### src/rtl/sync_find_pkg.sv
package sync_find_pkg;

  typedef enum logic [1:0] {
    ST_OFF,
    ST_HUNT,
    ST_LOCK
  } huntState_t;

  // Strobes from the control to the datapath.
  typedef struct packed {
    logic shiftEn;    // push the current bit into the history
    logic clearHist;  // forget all history
    logic lockStart;  // word accepted: restart byte framing
    logic payEn;      // forward the current bit as payload
  } dpCtrl_t;

endpackage

### src/rtl/sync_find_dp.sv
module sync_find_dp
  import sync_find_pkg::*;
#(
  parameter int SYNC_W = 32,
  parameter int LANE_W = 8,
  parameter int TOL_W  = 2,
  localparam int LANES = SYNC_W / LANE_W,
  localparam int SEL_W = (LANES > 1) ? $clog2(LANES) : 1,
  localparam int CNT_W = $clog2(SYNC_W + 1),
  localparam int IDX_W = (LANE_W > 1) ? $clog2(LANE_W) : 1
) (
  input  logic              clk,
  input  logic              rstN,
  input  dpCtrl_t           ctrl,
  input  logic              bitIn,
  input  logic [SYNC_W-1:0] syncValue,
  input  logic [SEL_W-1:0]  sizeSel,
  input  logic [TOL_W-1:0]  tolerance,
  output logic              matchNow,
  output logic              payBit,
  output logic              payValid,
  output logic              payByteStart
);

  logic [SYNC_W-1:0] shiftReg;
  logic [CNT_W-1:0]  fillCnt;
  logic [IDX_W-1:0]  bitIdx;
  logic              payBitQ;
  logic              payValidQ;
  logic              payStartQ;

  logic [SYNC_W-1:0] candidate;
  logic [SYNC_W-1:0] expWord;
  logic [SYNC_W-1:0] laneMask;
  logic [SYNC_W-1:0] diffBits;
  logic [CNT_W-1:0]  nBits;
  logic [CNT_W-1:0]  shiftAmt;
  logic [CNT_W-1:0]  errCnt;
  logic [CNT_W:0]    fillPlusOne;
  logic              haveEnough;
  logic              withinTol;

  function automatic logic [CNT_W-1:0] countOnes(input logic [SYNC_W-1:0] v);
    logic [CNT_W-1:0] c;
    c = '0;
    for (int i = 0; i < SYNC_W; i++) begin
      c = c + CNT_W'(v[i]);
    end
    return c;
  endfunction

  // Word length in bits and alignment of the configured word.
  assign nBits    = CNT_W'((int'(sizeSel) + 1) * LANE_W);
  assign shiftAmt = CNT_W'(SYNC_W) - nBits;
  assign expWord  = syncValue >> shiftAmt;

  // Only the lanes covered by the selected length take part in the compare.
  for (genvar g = 0; g < LANES; g++) begin : g_lane
    assign laneMask[g*LANE_W +: LANE_W] = {LANE_W{(SEL_W'(g) <= sizeSel)}};
  end

  // Compare including the bit arriving now.
  assign candidate   = {shiftReg[SYNC_W-2:0], bitIn};
  assign diffBits    = (candidate ^ expWord) & laneMask;
  assign errCnt      = countOnes(diffBits);
  assign fillPlusOne = (CNT_W+1)'(fillCnt) + (CNT_W+1)'(1);
  assign haveEnough  = fillPlusOne >= (CNT_W+1)'(nBits);
  assign withinTol   = errCnt <= CNT_W'(tolerance);
  assign matchNow    = ctrl.shiftEn && haveEnough && withinTol;

  // Bit history and its fill level.
  always_ff @(posedge clk) begin
    if (!rstN) begin
      shiftReg <= '0;
      fillCnt  <= '0;
    end else if (ctrl.clearHist) begin
      fillCnt <= '0;
    end else if (ctrl.shiftEn) begin
      shiftReg <= candidate;
      if (fillCnt < CNT_W'(SYNC_W)) begin
        fillCnt <= fillCnt + CNT_W'(1);
      end
    end
  end

  // Payload forwarding with byte framing.
  always_ff @(posedge clk) begin
    if (!rstN) begin
      bitIdx    <= '0;
      payBitQ   <= 1'b0;
      payValidQ <= 1'b0;
      payStartQ <= 1'b0;
    end else begin
      payValidQ <= ctrl.payEn;
      payStartQ <= 1'b0;
      if (ctrl.lockStart) begin
        bitIdx <= '0;
      end else if (ctrl.payEn) begin
        payBitQ   <= bitIn;
        payStartQ <= (bitIdx == '0);
        bitIdx    <= (bitIdx == IDX_W'(LANE_W - 1)) ? '0 : bitIdx + IDX_W'(1);
      end
    end
  end

  assign payBit       = payBitQ;
  assign payValid     = payValidQ;
  assign payByteStart = payStartQ;

  a_r5_marker_on_valid: assert property (@(posedge clk) disable iff (!rstN)
    payByteStart |-> payValid);

  a_r4_fill_in_range: assert property (@(posedge clk) disable iff (!rstN)
    fillCnt <= CNT_W'(SYNC_W));

endmodule

### src/rtl/sync_find_ctrl.sv
module sync_find_ctrl
  import sync_find_pkg::*;
(
  input  logic    clk,
  input  logic    rstN,
  input  logic    enable,
  input  logic    rearm,
  input  logic    bitValid,
  input  logic    matchNow,
  output dpCtrl_t dpCtrl,
  output logic    syncFound
);

  huntState_t state;
  huntState_t stateNext;
  logic       syncFoundQ;
  logic       active;

  assign active = enable && !rearm;

  always_comb begin
    stateNext = state;
    if (!enable) begin
      stateNext = ST_OFF;
    end else if (rearm) begin
      stateNext = ST_HUNT;
    end else begin
      unique case (state)
        ST_OFF:  stateNext = ST_HUNT;
        ST_HUNT: if (matchNow) stateNext = ST_LOCK;
        ST_LOCK: stateNext = ST_LOCK;
        default: stateNext = ST_OFF;
      endcase
    end
  end

  always_comb begin
    dpCtrl.shiftEn   = (state == ST_HUNT) && bitValid && active;
    dpCtrl.clearHist = (state != ST_HUNT) || !active;
    dpCtrl.lockStart = (state == ST_HUNT) && matchNow;
    dpCtrl.payEn     = (state == ST_LOCK) && bitValid && active;
  end

  always_ff @(posedge clk) begin
    if (!rstN) begin
      state      <= ST_OFF;
      syncFoundQ <= 1'b0;
    end else begin
      state      <= stateNext;
      syncFoundQ <= dpCtrl.lockStart;
    end
  end

  assign syncFound = syncFoundQ;

  a_r10_single_pulse: assert property (@(posedge clk) disable iff (!rstN)
    syncFoundQ |=> !syncFoundQ);

  a_r6_no_refind: assert property (@(posedge clk) disable iff (!rstN)
    (state == ST_LOCK && enable && !rearm) |=> !syncFoundQ);

endmodule

### src/rtl/sync_word_finder.sv
module sync_word_finder
  import sync_find_pkg::*;
#(
  parameter int SYNC_W = 32,
  parameter int LANE_W = 8,
  parameter int TOL_W  = 2,
  localparam int LANES = SYNC_W / LANE_W,
  localparam int SEL_W = (LANES > 1) ? $clog2(LANES) : 1
) (
  input  logic              clk,
  input  logic              rstN,
  input  logic              enable,
  input  logic              rearm,
  input  logic              bitValid,
  input  logic              bitIn,
  input  logic [SYNC_W-1:0] syncValue,
  input  logic [SEL_W-1:0]  sizeSel,
  input  logic [TOL_W-1:0]  tolerance,
  output logic              syncFound,
  output logic              payValid,
  output logic              payBit,
  output logic              payByteStart
);

  dpCtrl_t dpCtrl;
  logic    matchNow;

  sync_find_ctrl i_ctrl (
    .clk       (clk),
    .rstN      (rstN),
    .enable    (enable),
    .rearm     (rearm),
    .bitValid  (bitValid),
    .matchNow  (matchNow),
    .dpCtrl    (dpCtrl),
    .syncFound (syncFound)
  );

  sync_find_dp #(
    .SYNC_W (SYNC_W),
    .LANE_W (LANE_W),
    .TOL_W  (TOL_W)
  ) i_dp (
    .clk          (clk),
    .rstN         (rstN),
    .ctrl         (dpCtrl),
    .bitIn        (bitIn),
    .syncValue    (syncValue),
    .sizeSel      (sizeSel),
    .tolerance    (tolerance),
    .matchNow     (matchNow),
    .payBit       (payBit),
    .payValid     (payValid),
    .payByteStart (payByteStart)
  );

  a_r2_found_after_strobe: assert property (@(posedge clk) disable iff (!rstN)
    syncFound |-> $past(bitValid && enable));

  a_r5_pay_follows_strobe: assert property (@(posedge clk) disable iff (!rstN)
    payValid |-> $past(bitValid));

  a_r8_quiet_when_off: assert property (@(posedge clk) disable iff (!rstN)
    !enable |=> (!syncFound && !payValid));

endmodule

### config.mk
export PLATFORM = sky130hd
export DESIGN_NAME = sync_word_finder
export DESIGN_NICKNAME = d
export VERILOG_FILES = /design/src/rtl/sync_find_pkg.sv /design/src/rtl/sync_find_dp.sv /design/src/rtl/sync_find_ctrl.sv /design/src/rtl/sync_word_finder.sv
export SDC_FILE = /design/constraint.sdc
export NUM_CORES = 1
export LEC_CHECK = 0
export BUFFER_PORTS_ARGS = -buffer_cell sky130_fd_sc_hd__buf_2
export CAP_MARGIN = 20
export CORE_ASPECT_RATIO = 1.1
export CORE_MARGIN = 2
export CORE_UTILIZATION = 50
export CTS_BUF_LIST = sky130_fd_sc_hd__clkbuf_8 sky130_fd_sc_hd__clkbuf_16
export CTS_CLUSTER_DIAMETER = 150
export CTS_CLUSTER_SIZE = 24
export DETAILED_ROUTE_END_ITERATION = 12
export GPL_TIMING_DRIVEN = 0
export PLACE_DENSITY = 0.7
export SETUP_SLACK_MARGIN = 0.1
export SKIP_CTS_REPAIR_TIMING = 1
export SLEW_MARGIN = 15
export SYNTH_ARGS = -nofsm -noshare
export SYNTH_HDL_FRONTEND = slang
export SYNTH_HIERARCHICAL = 1
export SYNTH_SLANG_ARGS = --single-unit
### constraint.sdc
create_clock -name clk -period 14.3 [get_ports clk]
set_clock_uncertainty 0.05 [all_clocks]
set_input_delay 2.86 -clock clk [delete_from_list [all_inputs] [get_ports clk]]
set_output_delay 2.86 -clock clk [all_outputs]
set_load 0.01 [all_outputs]
==> results.yml <==
grt:
  grt_max_degree: 15
  grt_pass1_wl_mm: 14.0
  grt_pass1_vias: 3016
  antenna_found_initial: 0
  grtUsageTotal: 0.221
  overflow: 0
cells_and_area:
  nNetsFinal: 559
  final_cell_mix: "nand2_1, dfxtp_1, buf_2, inv_1, a21boi_1"
  mostFrequentLayoutCell: "nand2_1"
  nFillCells: 688
  finalInstanceArea_um2: 4170
  n_antenna_cell: 0
  syn_to_final_growth_pct: 11.2
  drive_gt1_frac: 0.185
pwr:
  peakVddDrop_mv: 0.0795
  p_per_area_nw_per_um2: 128
  leakagePower_nw: 1.77
drt:
  viasPerCell: 5.32
  wl_mm: 8.64
  wl_met3_um: 292
  wl_met2_mm: 4.36
  initialDrtViolationCount: 105
  routedWlPerCell_um: 15.5
  drt-met1-wl_mm: 3.86
  detail_route.first_pass.iterations: 4
  drc_errors: 0
  antenna_left: 0
  vias: 2970
  dr.max_layer_used: "met4"
clock_network:
  cts.sinks: 46
  worst_skew_pair.late_latency_ns: 0.30
  h-tree-depth: 2
  root_buffer: "clkbuf_8"
  path_clk_slew_ns: 0.09
  cts_buffer_depth: 2
  numCtsBuffers: 5
  cts_tree: "done"
synthesis:
  syn_inst: 418
  synth.cell_area_um2: 3750
  synth-main-ff-cell: "dfxtp_1"
  ys_seq_area_frac: 0.245
  yosys_warnings: 6
  async_reset_ff_frac: 0
  syn_area_per_cell_um2: 8.98
  syn_nets: 507
  synth.ff_latch_count: 46
  synth-edff-count: 0
  yosysUniqueCellTypes: 42
worst_setup_path:
  arrival_ns: 10.45
  reg2reg_from: "i_dp/shiftReg[10]$_SDFFE_PN0P_"
  crit_path_end_kind: "register"
  critPathSlowestCell: "fa_1"
  crit_top_cell: "fa_1"
  cp_max_fo: 10
  cp.required_ns: 14.44
  critPathMaxStageDelay_ns: 0.57
  critPathLaunch: "sizeSel[0]"
  crit_type: "in2reg"
  critPathLaunchType: "input pin"
status:
  status: "complete, no violations"
placement:
  port_buffers: 45
  routabilityCongestion: 0.898
  dp_hpwl_mm: 7.06
  dpl_cell_area_um2: 4090
floorplanning:
  die_h_um: 94.9
  start_util: 0.511
  io_pins: 46
  die_w_um: 86.6
  die_area_um2: 8220
  core.rowCount: 33
  core_area_um2: 7350
sta:
  finalHoldViolations: 0
  tightestPinTransition_ns: 0.503
  period_share: 0.721
  drv_slew: 0
  finalSetupViolCount: 0
  max_freq_mhz: 97.0
  slew-limit-headroom: 0.662
  fin_setup_tns_ns: 0
  grt_setup_unrepaired: "no"
  period_needed_ns: 10.31
worst_hold_path:
  min_path_type: "reg2reg"
  worstHoldStart: "i_dp/shiftReg[1]$_SDFFE_PN0P_"
job:
  max-cap-violations: 0
==> critical path: cells and delay by family <==
kind / cells / cell delay [ns]
AOI/OAI and AO/OA: 2 / 0.65
muxes: 2 / 0.54
and+or+nand+nor: 5 / 0.68
buffers and inverters: 9 / 1.14
adders and majority gates: 10 / 4.37
xor gates and xnor gates: 1 / 0.19
==> metrics by stage <==
stage | util | setup WS, ns | total power, mW | instances | hold slack [ns]
2_1_floorplan | - | 4.68 | 0.388 | 418 | 0.398
4_1_cts | 0.568 | 3.97 | 0.544 | 558 | 0.432
3_5_place_dp | 0.556 | 3.66 | 0.465 | 550 | 0.425
5_1_grt | 0.568 | 3.59 | 0.616 | 558 | 0.452
6_report | 0.568 | 3.99 | 0.534 | 558 | 0.422
3_3_place_gp | 0.556 | 3.74 | 0.444 | 550 | 0.417
==> kinds of logic after synthesis <==
family,Yosys count,share of synthesized area
and+or+nand+nor,144,0.173
AOI/OAI and AO/OA,59,0.120
buffers and inverters,59,0.0753
adders and majority gates,47,0.205
DFF,46,0.245
xor gates and xnor gates,40,0.0933
muxes,23,0.0890
==> flip-flops by register name (all words and copies together), names as in the netlist <==
| name | count |
|---|---|
| i_dp/bitIdx | 3 |
| i_dp/shiftReg | 31 |
| i_dp/payByteStart | 1 |
| i_dp/fillCnt | 6 |
| i_dp/payValid | 1 |
| i_dp/payBit | 1 |
| i_ctrl/state | 2 |
| i_ctrl/syncFound | 1 |
==> power by group <==
part | total, mW | switching (mW) | internal, mW
combinational | 0.327 | 0.177 | 0.151
sequential | 0.128 | 0.000186 | 0.128
clock | 0.0787 | 0.0449 | 0.0339
total | 0.534 | 0.222 | 0.313
==> cell usage after synthesis, drive strengths merged (2+ instances only) <==
master	number	area [µm²]
and2b	2	15.0
xor2	12	105
clkbuf	10	37.5
mux2i	15	150
a21oi	11	77.6
buf	10	98.8
nor2	22	82.6
nand3	3	15.0
o21ai	6	45.0
and3	3	20.0
and2	2	13.8
xnor2	28	245
a21boi	31	233
and4	3	26.3
nand3b	4	30.0
inv	39	146
nand2	90	338
dfxtp	46	921
a22oi	8	70.1
nand2b	7	46.3
fa	24	480
ha	23	288
mux4	8	184
nor2b	5	38.8
==> area by class of cell <==
type                       count  area (µm²)  share of cell area
buffer                        20         136              0.0327
clock buffer                   5        68.8              0.0165
clock inverter                 3        17.5             0.00420
inverter                      39         146              0.0351
multi-input combinational    313        2550               0.611
sequential                    46         921               0.221
tap                           87         109              0.0261
timing repair buffer          45         225              0.0540
==> per-layer routing <==
| layer | vias up | GRT usage |
|---|---|---|
| met3 | 8 | 0.0201 |
| met2 | 62 | 0.394 |
| li1 | 1462 | - |
| met5 | - | 0 |
| met4 | 0 | 0.0664 |
| met1 | 1438 | 0.283 |
==> worst paths after layout <==
path | to | slack [ns] | cells after the start
setup / recovery | i_dp/payBit$_SDFFE_PN0P_ | 3.99 | 29
hold / removal | i_dp/shiftReg[2]$_SDFFE_PN0P_ | 0.42 | 2
setup reg to reg | i_dp/payBit$_SDFFE_PN0P_ | 7.73 | 23
hold reg to reg | i_dp/shiftReg[2]$_SDFFE_PN0P_ | 0.42 | 2
No activity file was read; power rests on OpenSTA's default activity.
